## config.mk

```make
export PLATFORM = sky130hd
export DESIGN_NAME = swi_dispatch
export DESIGN_NICKNAME = d
export VERILOG_FILES = /design/src/rtl/swi_pkg.sv /design/src/rtl/swi_cmd_decode.sv /design/src/rtl/swi_grp_filter.sv /design/src/rtl/swi_pend_array.sv /design/src/rtl/swi_dispatch.sv
export SDC_FILE = /design/constraint.sdc
export NUM_CORES = 1
export LEC_CHECK = 0
export ABC_AREA = 1
export ABC_CLOCK_PERIOD_IN_PS = 6100
export BUFFER_PORTS_ARGS = -buffer_cell sky130_fd_sc_hd__buf_4
export CAP_MARGIN = 20
export CELL_PAD_IN_SITES_DETAIL_PLACEMENT = 2
export CELL_PAD_IN_SITES_GLOBAL_PLACEMENT = 2
export CORE_ASPECT_RATIO = 0.9
export CORE_MARGIN = 2
export CORE_UTILIZATION = 25
export CTS_CLUSTER_SIZE = 14
export DETAILED_ROUTE_END_ITERATION = 8
export HOLD_SLACK_MARGIN = 0.03
export PLACE_DENSITY_LB_ADDON = 0.12
export SYNTH_ARGS = -nofsm -noshare
export SYNTH_HDL_FRONTEND = slang
export SYNTH_SLANG_ARGS = --single-unit
```

## constraint.sdc

```tcl
create_clock -name clk -period 6.1 [get_ports clk]
set_input_delay 1.525 -clock clk [delete_from_list [all_inputs] [get_ports clk]]
set_output_delay 1.525 -clock clk [all_outputs]
set_load 0.005 [all_outputs]
```

## src/rtl/swi_pkg.sv

```systemverilog
package swi_pkg;

  localparam int SWI_CMD_W   = 32;
  localparam int SWI_ID_W    = 4;
  localparam int SWI_NUM_ID  = 1 << SWI_ID_W;
  localparam int SWI_MASK_W  = 8;

  // field positions inside the command word
  localparam int SWI_ID_LSB   = 0;
  localparam int SWI_GRP_BIT  = 15;
  localparam int SWI_MASK_LSB = 16;
  localparam int SWI_FLT_LSB  = 24;

  typedef enum logic [1:0] {
    FLT_LIST   = 2'b00,
    FLT_OTHERS = 2'b01,
    FLT_SELF   = 2'b10,
    FLT_NONE   = 2'b11
  } swi_filter_e;

  typedef struct packed {
    swi_filter_e              filter;
    logic [SWI_MASK_W-1:0]    mask;
    logic                     grp;
    logic [SWI_ID_W-1:0]      id;
  } swi_cmd_t;

endpackage

```

## src/rtl/swi_cmd_decode.sv

```systemverilog
module swi_cmd_decode
  import swi_pkg::*;
#(
  parameter int NUM_CPU = 8,
  parameter int CPU_W   = 3
) (
  input  logic [SWI_CMD_W-1:0] wr_data_i,
  input  logic [CPU_W-1:0]     req_cpu_i,
  output swi_cmd_t             cmd_o,
  output logic [NUM_CPU-1:0]   tgt_o
);

  swi_cmd_t cmd;
  logic     unused_bits;

  always_comb begin
    cmd.id     = wr_data_i[SWI_ID_LSB +: SWI_ID_W];
    cmd.grp    = wr_data_i[SWI_GRP_BIT];
    cmd.mask   = wr_data_i[SWI_MASK_LSB +: SWI_MASK_W];
    cmd.filter = swi_filter_e'(wr_data_i[SWI_FLT_LSB +: 2]);
  end

  assign unused_bits = ^{wr_data_i[SWI_CMD_W-1:SWI_FLT_LSB+2],
                         wr_data_i[SWI_GRP_BIT-1:SWI_ID_LSB+SWI_ID_W],
                         cmd.mask};

  assign cmd_o = cmd;

  for (genvar c = 0; c < NUM_CPU; c++) begin : g_tgt
    logic is_self;
    assign is_self = (req_cpu_i == CPU_W'(c));
    always_comb begin
      unique case (cmd.filter)
        FLT_LIST:   tgt_o[c] = cmd.mask[c];
        FLT_OTHERS: tgt_o[c] = !is_self;
        FLT_SELF:   tgt_o[c] = is_self;
        default:    tgt_o[c] = 1'b0;
      endcase
    end
  end

endmodule

```

## src/rtl/swi_grp_filter.sv

```systemverilog
module swi_grp_filter
  import swi_pkg::*;
#(
  parameter int NUM_CPU = 8
) (
  input  logic [SWI_ID_W-1:0]           id_i,
  input  logic                          grp_sel_i,
  input  logic                          secure_i,
  input  logic [NUM_CPU*SWI_NUM_ID-1:0] grp_cfg_i,
  input  logic [SWI_NUM_ID-1:0]         ns_g0_ok_i,
  output logic [NUM_CPU-1:0]            allow_o
);

  logic ns_g0_ok;
  assign ns_g0_ok = ns_g0_ok_i[id_i];

  for (genvar c = 0; c < NUM_CPU; c++) begin : g_cpu
    logic [SWI_NUM_ID-1:0] cfg_row;
    logic                  is_g1;
    assign cfg_row = grp_cfg_i[c*SWI_NUM_ID +: SWI_NUM_ID];
    assign is_g1   = cfg_row[id_i];
    always_comb begin
      if (secure_i) allow_o[c] = (grp_sel_i == is_g1);
      else          allow_o[c] = is_g1 | ns_g0_ok;
    end
  end

endmodule

```

## src/rtl/swi_pend_array.sv

```systemverilog
module swi_pend_array
  import swi_pkg::*;
#(
  parameter int NUM_CPU = 8
) (
  input  logic                          clk,
  input  logic                          rst_n,
  input  logic                          set_en_i,
  input  logic [NUM_CPU-1:0]            set_mask_i,
  input  logic [SWI_ID_W-1:0]           set_id_i,
  input  logic [NUM_CPU-1:0]            ack_vld_i,
  input  logic [NUM_CPU*SWI_ID_W-1:0]   ack_id_i,
  output logic [NUM_CPU*SWI_NUM_ID-1:0] pend_o
);

  for (genvar c = 0; c < NUM_CPU; c++) begin : g_row
    logic [SWI_NUM_ID-1:0] row_q;
    logic [SWI_NUM_ID-1:0] row_d;
    logic [SWI_NUM_ID-1:0] set_row;
    logic [SWI_NUM_ID-1:0] clr_row;
    logic                  row_set;
    logic                  row_ce;

    // next state: clear first, set wins
    always_comb begin
      row_set = set_en_i & set_mask_i[c];
      set_row = '0;
      clr_row = '0;
      if (row_set)      set_row[set_id_i] = 1'b1;
      if (ack_vld_i[c]) clr_row[ack_id_i[c*SWI_ID_W +: SWI_ID_W]] = 1'b1;
      row_d  = (row_q & ~clr_row) | set_row;
      row_ce = row_set | ack_vld_i[c];
    end

    always_ff @(posedge clk or negedge rst_n) begin
      if (!rst_n)      row_q <= '0;
      else if (row_ce) row_q <= row_d;
    end

    assign pend_o[c*SWI_NUM_ID +: SWI_NUM_ID] = row_q;
  end

endmodule

```

## src/rtl/swi_dispatch.sv

```systemverilog
module swi_dispatch
  import swi_pkg::*;
#(
  parameter int NUM_CPU = 8,
  // derived, keep at default
  parameter int CPU_W   = (NUM_CPU > 1) ? $clog2(NUM_CPU) : 1
) (
  input  logic                          clk,
  input  logic                          rst_n,
  input  logic                          dist_en_i,
  input  logic                          route_mode_i,
  input  logic                          wr_en_i,
  input  logic [SWI_CMD_W-1:0]          wr_data_i,
  input  logic                          wr_secure_i,
  input  logic [CPU_W-1:0]              wr_cpu_i,
  output logic [SWI_CMD_W-1:0]          rd_data_o,
  input  logic [NUM_CPU*SWI_NUM_ID-1:0] grp_cfg_i,
  input  logic [SWI_NUM_ID-1:0]         ns_g0_ok_i,
  input  logic [NUM_CPU-1:0]            ack_vld_i,
  input  logic [NUM_CPU*SWI_ID_W-1:0]   ack_id_i,
  output logic [NUM_CPU*SWI_NUM_ID-1:0] pend_o
);

  // reset: asserted asynchronously, released on the clock
  logic rst_meta_q;
  logic rst_q_n;

  always_ff @(posedge clk or negedge rst_n) begin
    if (!rst_n) begin
      rst_meta_q <= 1'b0;
      rst_q_n    <= 1'b0;
    end else begin
      rst_meta_q <= 1'b1;
      rst_q_n    <= rst_meta_q;
    end
  end

  swi_cmd_t           cmd;
  logic [NUM_CPU-1:0] tgt;
  logic [NUM_CPU-1:0] allow;
  logic [NUM_CPU-1:0] deliver;
  logic               accept;

  assign accept  = wr_en_i & dist_en_i & ~route_mode_i;
  assign deliver = tgt & allow;

  swi_cmd_decode #(
    .NUM_CPU (NUM_CPU),
    .CPU_W   (CPU_W)
  ) i_decode (
    .wr_data_i (wr_data_i),
    .req_cpu_i (wr_cpu_i),
    .cmd_o     (cmd),
    .tgt_o     (tgt)
  );

  swi_grp_filter #(
    .NUM_CPU (NUM_CPU)
  ) i_filter (
    .id_i       (cmd.id),
    .grp_sel_i  (cmd.grp),
    .secure_i   (wr_secure_i),
    .grp_cfg_i  (grp_cfg_i),
    .ns_g0_ok_i (ns_g0_ok_i),
    .allow_o    (allow)
  );

  swi_pend_array #(
    .NUM_CPU (NUM_CPU)
  ) i_pend (
    .clk        (clk),
    .rst_n      (rst_q_n),
    .set_en_i   (accept),
    .set_mask_i (deliver),
    .set_id_i   (cmd.id),
    .ack_vld_i  (ack_vld_i),
    .ack_id_i   (ack_id_i),
    .pend_o     (pend_o)
  );

  // command register is write-only
  assign rd_data_o = '0;

endmodule

```

==> flow_metrics.tcl, run 1 <==
set metrics [dict create \
    status "finished, final reports clean" \
    reg2reg_from "rst_q_n$_DFF_PN0_" \
    fin_crit_sh 0.673 \
    row_count 61 \
    max_slew_margin 0.301 \
    worstSetupStartpoint "wr_data_i[1]" \
    fin_worst_skew_ns 0.00708 \
    r2r_end "i_pend.g_row[6].row_q[11]$_DFFE_PN0P_" \
    fin_nets 1711 \
    crit_arrival_ns 4.41 \
    syn_area_per_cell_um2 6.80 \
    htreeDepth 4 \
    placed_area_mm2 0.0107 \
    seq_area_frac_synth 0.414 \
    ir_drop_mv 0.199 \
    path_clk_slew_ns 0.06 \
    core_area_mm2 0.0309 \
    end_kind "flop" \
    drtIter0Drc 405 \
    regArea_mm2 0.00326 \
    antenna_found_initial 2 \
    path_cells "buf_4 -> inv_2 -> nand3_1 -> nand4_1 -> nand2_1 -> nand2_1 -> o21ai_4 -> nand3_1 -> nand3_1 -> nand2_1" \
    vias_per_cell 4.86 \
    die_x_um 191 \
    max_stage_delay_ns 0.59 \
    hold_viol_final 0 \
    r2r_slack_ns 4.17 \
    final_cell_area_mm2 0.0113 \
    place_congestion 0.789 \
    drc 0 \
    r2r_cells 1 \
    crit_path_start_kind "input port" \
    fin_util 0.365 \
    yosysTopAreaCell "dfrtp_1" \
    clk_latency_ns 0.42 \
    post_cts_resized 0 \
    hold_class "flop to flop" \
    fin_ws_ns 1.99 \
    hold_buffers 0 \
    die-area_mm2 0.0329 \
    synth-seq-cells 130 \
    tns_ns 0 \
    die_h_um 172 \
    numPortBuffers 335 \
    powerDensity_mw_per_mm2 220 \
    dp.final_hpwl_um 29400 \
    cts_tree "done" \
    cp_max_fo 47 \
    setup_viol 0 \
    period_minus_slack_ns 4.11 \
    worstMarginPinSlew_ns 1.05 \
    yosysTopAreaCellShare 0.414 \
    endpoint "i_pend.g_row[0].row_q[6]$_DFFE_PN0P_" \
    rsz0062_at_grt "no" \
    synth.distinct_cells 26 \
    grt_pass1_wl_um 59700 \
    antenna_left 0 \
    wire_per_inst_um 20.6 \
    syn_area_mm2 0.00786 \
    path_class "input port to flop" \
    grt_max_degree 75 \
    dpl_worst_slack_ns 1.55 \
    grt_overflow 0 \
    ys_top_cells_by_area "dfrtp_1, nand2_1, nand3_1" \
    synthCells 1156 \
    cts_setup_buffers 0 \
    multiInputGateArea_mm2 0.00408 \
    drv_slew 0 \
    yosysWarnings 0 \
    cp_slowest_cell "nand3_1" \
    grt_pass1_vias 10056 \
    syn2layout_area_growth_pct 43.3 \
    track_usage 0.241 \
    total_power_mw 2.48 \
    clock-sinks 130 \
    cp.required_ns 6.40 \
    final_layout_size_suffix_gt1_frac 0.267 \
    io_pins 385 \
    cts_buffer_depth 2 \
    drtPass1Iterations 4 \
    start_util 0.254 \
    dr_total_vias 9275 \
    cts_root_buf "clkbuf_16" \
    fmax_ghz 0.244 \
    leakage_nw 6.44 \
    maxCapViolCount 0 \
    numCtsBuffers 17 \
    wl_um 39300 \
    n_fill_cell 3779 \
]
-- where the power goes --
group	leakage (nW)	internal [mW]	switching, mW	total, mW
clock network	0.267	0.569	0.394	0.963
registers	1.79	0.922	0.0502	0.972
logic	4.39	0.233	0.309	0.542
total	6.44	1.72	0.753	2.48
-- stage by stage --
stage                     cells  hold WS, ns
final                      1910        0.360
after global routing       1910        0.365
after CTS                  1907        0.365
after detailed placement   1875        0.351
after global placement     1871        0.338
after floorplan            1187        0.331
-- cell type report --
class                           instances  area share
Clock inverter                          9     0.00489
Antenna cell                            2    0.000444
Multi-Input combinational cell        935       0.362
Clock buffer                           23      0.0442
Timing Repair Buffer                  356       0.239
Sequential cell                       130       0.289
Tap cell                              409      0.0454
Inverter                               46      0.0153
-- logic make-up after synthesis --
| family | synth area share |
|---|---|
| other | 0.000955 |
| AO/OA/AOI/OAI | 0.102 |
| buffers and inverters | 0.0826 |
| flip-flops | 0.414 |
| AND/OR/NAND/NOR | 0.401 |
-- state kept, by name (all words and copies together) (netlist names) --
name and flops:
i_pend.g_row.row_q 128, rst_meta_q 1, rst_q_n 1
-- placed cells by master, fill, tap and decap left out --
cell type | netlist | routed
clkbuf_16 | 0 | 17
buf_6 | 3 | 4
inv_2 | 3 | 3
dfrtp_1 | 130 | 129
diode_2 | 0 | 2
or2_2 | 1 | 1
o221ai_1 | 2 | 2
nand4_1 | 9 | 9
clkinv_1 | 2 | 2
nor2_4 | 6 | 6
dfrtp_4 | 0 | 1
o21ai_4 | 1 | 1
nor2_1 | 52 | 52
nand3_1 | 192 | 192
clkbuf_8 | 0 | 6
clkbuf_1 | 6 | 1
inv_1 | 41 | 41
o2111ai_1 | 2 | 2
clkinv_2 | 0 | 5
a21oi_1 | 3 | 3
conb_1 | 2 | 33
clkinvlp_4 | 0 | 4
o31ai_1 | 10 | 10
o21ai_0 | 125 | 125
buf_4 | 35 | 351
o211ai_1 | 2 | 2
nand2_1 | 491 | 491
o21a_1 | 1 | 1
a211oi_2 | 1 | 1
nor3_1 | 4 | 4
-- critical path, delay by kind of cell --
kind / cells / cell delay, ns
buffers and inverters: 2 / 0.94
and+or+nand+nor: 7 / 1.53
AOI/OAI and AO/OA: 1 / 0.35
-- worst min-delay path by stage --
stage | startpoint | slack [ns] | depth (start not counted) | end
after CTS | rst_meta_q$_DFF_PN0_ | 0.36 | 0 | rst_q_n$_DFF_PN0_
after global placement | rst_meta_q$_DFF_PN0_ | 0.34 | 0 | rst_q_n$_DFF_PN0_
after detailed placement | rst_meta_q$_DFF_PN0_ | 0.35 | 0 | rst_q_n$_DFF_PN0_
after floorplan | rst_meta_q$_DFF_PN0_ | 0.33 | 0 | rst_q_n$_DFF_PN0_
final | rst_meta_q$_DFF_PN0_ | 0.36 | 0 | rst_q_n$_DFF_PN0_
after global routing | rst_meta_q$_DFF_PN0_ | 0.37 | 0 | rst_q_n$_DFF_PN0_
-- synth_stat cells --
master and instances:
nor2_1 52, buf_6 3, nor3_1 4, or2_2 1, inv_2 3, o21a_1 1
clkinv_1 2, conb_1 2, o211ai_1 2, buf_4 35, buf_2 30, nand2_1 491
o21ai_4 1, o221ai_1 2, buf_1 2, o2111ai_1 2, nand3_1 192, a211oi_2 1
inv_1 41, o31ai_1 10, clkbuf_1 6, nand4_1 9, a21oi_1 3, o21ai_0 125
dfrtp_1 130, nor2_4 6
-- layer usage --
layer  up-vias  wire [µm]  track usage
met5         -          0            0
met4         0        527       0.0603
met3        32       1670       0.0365
met2       234      19100        0.413
met1      4619      18000        0.318
li1       4390          -            -
(Power assumes the default switching activity.)
==> inputs of run 2 (changes only) <==
--- a/config.mk
+++ b/config.mk
@@ -6,14 +6,14 @@
 export NUM_CORES = 1
 export LEC_CHECK = 0
 export ABC_AREA = 1
-export ABC_CLOCK_PERIOD_IN_PS = 6100
+export ABC_CLOCK_PERIOD_IN_PS = 4200
 export BUFFER_PORTS_ARGS = -buffer_cell sky130_fd_sc_hd__buf_4
 export CAP_MARGIN = 20
 export CELL_PAD_IN_SITES_DETAIL_PLACEMENT = 2
 export CELL_PAD_IN_SITES_GLOBAL_PLACEMENT = 2
 export CORE_ASPECT_RATIO = 0.9
 export CORE_MARGIN = 2
-export CORE_UTILIZATION = 25
+export CORE_UTILIZATION = 24
 export CTS_CLUSTER_SIZE = 14
 export DETAILED_ROUTE_END_ITERATION = 8
 export HOLD_SLACK_MARGIN = 0.03
==> constraint.sdc (replaced) <==
create_clock -name clk -period 4.2 [get_ports clk]
set_input_delay 1.05 -clock clk [delete_from_list [all_inputs] [get_ports clk]]
set_output_delay 1.05 -clock clk [all_outputs]
set_load 0.005 [all_outputs]
==> run 2 against run 1 <==
Compared with the run above:
- critical path depth increased by 3
- cell area increased by 0.77%
- clock power increased by 55%
- cell count increased by 0.73%
- first-iteration DRC count increased by 7.9%
- sequential share of layout area decreased by 0.22 points
- sequential cell count unchanged
- hold slack got worse by 0.012 ns
- wire length increased by 0.46%
- via count about the same
- sequential power increased by 46%
- core utilization decreased by 1.1 points
- highest routed layer unchanged
==> flow_metrics.tcl, run 2 (synthesis results as in run 1) <==
set metrics [dict create \
    hold_viol_final 0 \
    leakage_nw 6.50 \
    grt_pass1_vias 9887 \
    cts_buffer_depth 2 \
    clkPwrFrac 0.403 \
    crit_path_start_kind "input port" \
    rsz0062_at_grt "no" \
    drc 0 \
    cts_tree "done" \
    track_usage 0.229 \
    largest_register_ffs 128 \
    status "finished, final reports clean" \
    fin_util 0.354 \
    switchingPower_mw 1.09 \
    p_int_mw 2.60 \
    grt_overflow 0 \
    path_class "input port to flop" \
    numPortBuffers 335 \
    grt_max_degree 73 \
    antenna_left 0 \
    dr_total_vias 9283 \
    final_layout_size_suffix_gt1_frac 0.270 \
    regMostFlops "i_pend.g_row.row_q" \
    die_x_um 195 \
    whs_ns 0.348 \
    powerDensity_mw_per_mm2 325 \
    htreeDepth 4 \
    place_congestion 0.798 \
    crit_top_cell "nand2_1" \
    n_fill_cell 3876 \
    fin_crit_sh 0.758 \
    holdPathStages 0 \
    dpl_worst_slack_ns 0.498 \
    syn2layout_area_growth_pct 44.4 \
    total_power_mw 3.69 \
    fin_ws_ns 1.02 \
    clock-sinks 130 \
    fmax_ghz 0.314 \
    combPwrFrac 0.213 \
    cp.depth 13 \
    crit_family "simple AND/OR/NAND/NOR gates" \
    core_area_mm2 0.0321 \
    critPathBufInv 3 \
    fin_worst_skew_ns 0.00574 \
    maxCapViolCount 0 \
    final_cells 1924 \
    final_cell_area_mm2 0.0114 \
    post_cts_resized 0 \
    placed_area_mm2 0.0108 \
    path_clk_slew_ns 0.06 \
    cp.required_ns 4.51 \
    wl_um 39500 \
    dpl.cell_count 1891 \
    io_pins 385 \
    vias_per_cell 4.82 \
    fin_nets 1719 \
    die_h_um 176 \
    clk_latency_ns 0.43 \
    row_count 62 \
    setup_viol 0 \
    tns_ns 0 \
    hold_buffers 0 \
    seqPwrFrac 0.384 \
    cts_setup_buffers 0 \
    hold_class "flop to flop" \
    top_regs "i_pend.g_row.row_q (128), rst_meta_q (1), rst_q_n (1)" \
    grt_pass1_wl_um 59600 \
    dp.final_hpwl_um 30000 \
    crit_arrival_ns 3.50 \
    start_util 0.245 \
    drv_slew 0 \
    ir_drop_mv 0.296 \
    path_cells "buf_4 -> inv_2 -> buf_12 -> nand2_1 -> nand2_1 -> nand2_1 -> nand3_1 -> nand2_1 -> nand2_1 -> o21ai_4 -> nand3_1 -> nand3_1 -> nand2_1" \
    cp_slowest_cell "nand3_1" \
    cts_root_buf "clkbuf_16" \
    multiInputGateArea_mm2 0.00408 \
    antenna_found_initial 1 \
    period_minus_slack_ns 3.18 \
    drtIter0Drc 437 \
    final_common_cell "nand2_1" \
    switching_share 0.296 \
    end_kind "flop" \
    regArea_mm2 0.00326 \
    cp_max_fo 72 \
    layout_common_cells "nand2_1, buf_4, nand3_1" \
    wire_per_inst_um 20.5 \
    drtPass1Iterations 4 \
    die-area_mm2 0.0342 \
    numCtsBuffers 17 \
    r2r_cells 1 \
    max_slew_margin 0.308 \
    worstMarginPinSlew_ns 1.03 \
    max_stage_delay_ns 0.57 \
]
-- run 2: layout make-up --
type	instances	area share
tap	416	0.0458
antenna	1	0.000220
inverter	46	0.0152
sequential	130	0.287
clock inverter	10	0.00948
timing repair buffer	364	0.242
clock buffer	22	0.0418
multi-input combinational	935	0.359
-- run 2: final timing paths --
path / from / end / slack [ns]
setup / recovery: wr_data_i[0] / i_pend.g_row[0].row_q[12]$_DFFE_PN0P_ / 1.02
hold / removal: rst_meta_q$_DFF_PN0_ / rst_q_n$_DFF_PN0_ / 0.35
setup reg to reg: rst_q_n$_DFF_PN0_ / i_pend.g_row[4].row_q[12]$_DFFE_PN0P_ / 2.69
hold reg to reg: rst_meta_q$_DFF_PN0_ / rst_q_n$_DFF_PN0_ / 0.35
max in group asynchronous: rst_q_n$_DFF_PN0_ / i_pend.g_row[4].row_q[12]$_DFFE_PN0P_ / 2.69
min in group asynchronous: rst_n / rst_q_n$_DFF_PN0_ / 0.39
-- run 2: power by group through the flow --
stage | registers (mW) | clock network [mW] | logic, mW
2_1_floorplan | 1.42 | 0 | 0.350
3_3_place_gp | 1.44 | 0 | 0.774
3_5_place_dp | 1.44 | 0 | 0.795
4_1_cts | 1.42 | 1.51 | 0.799
5_1_grt | 1.43 | 1.56 | 0.877
6_report | 1.42 | 1.49 | 0.785
-- run 2: routing by layer --
layer / track usage / up-vias / routed length [µm]
li1: - / 4407 / -
met1: 0.306 / 4617 / 18200
met2: 0.391 / 230 / 19000
met3: 0.0397 / 29 / 1780
met4: 0.0483 / 0 / 494
met5: 0 / - / 0
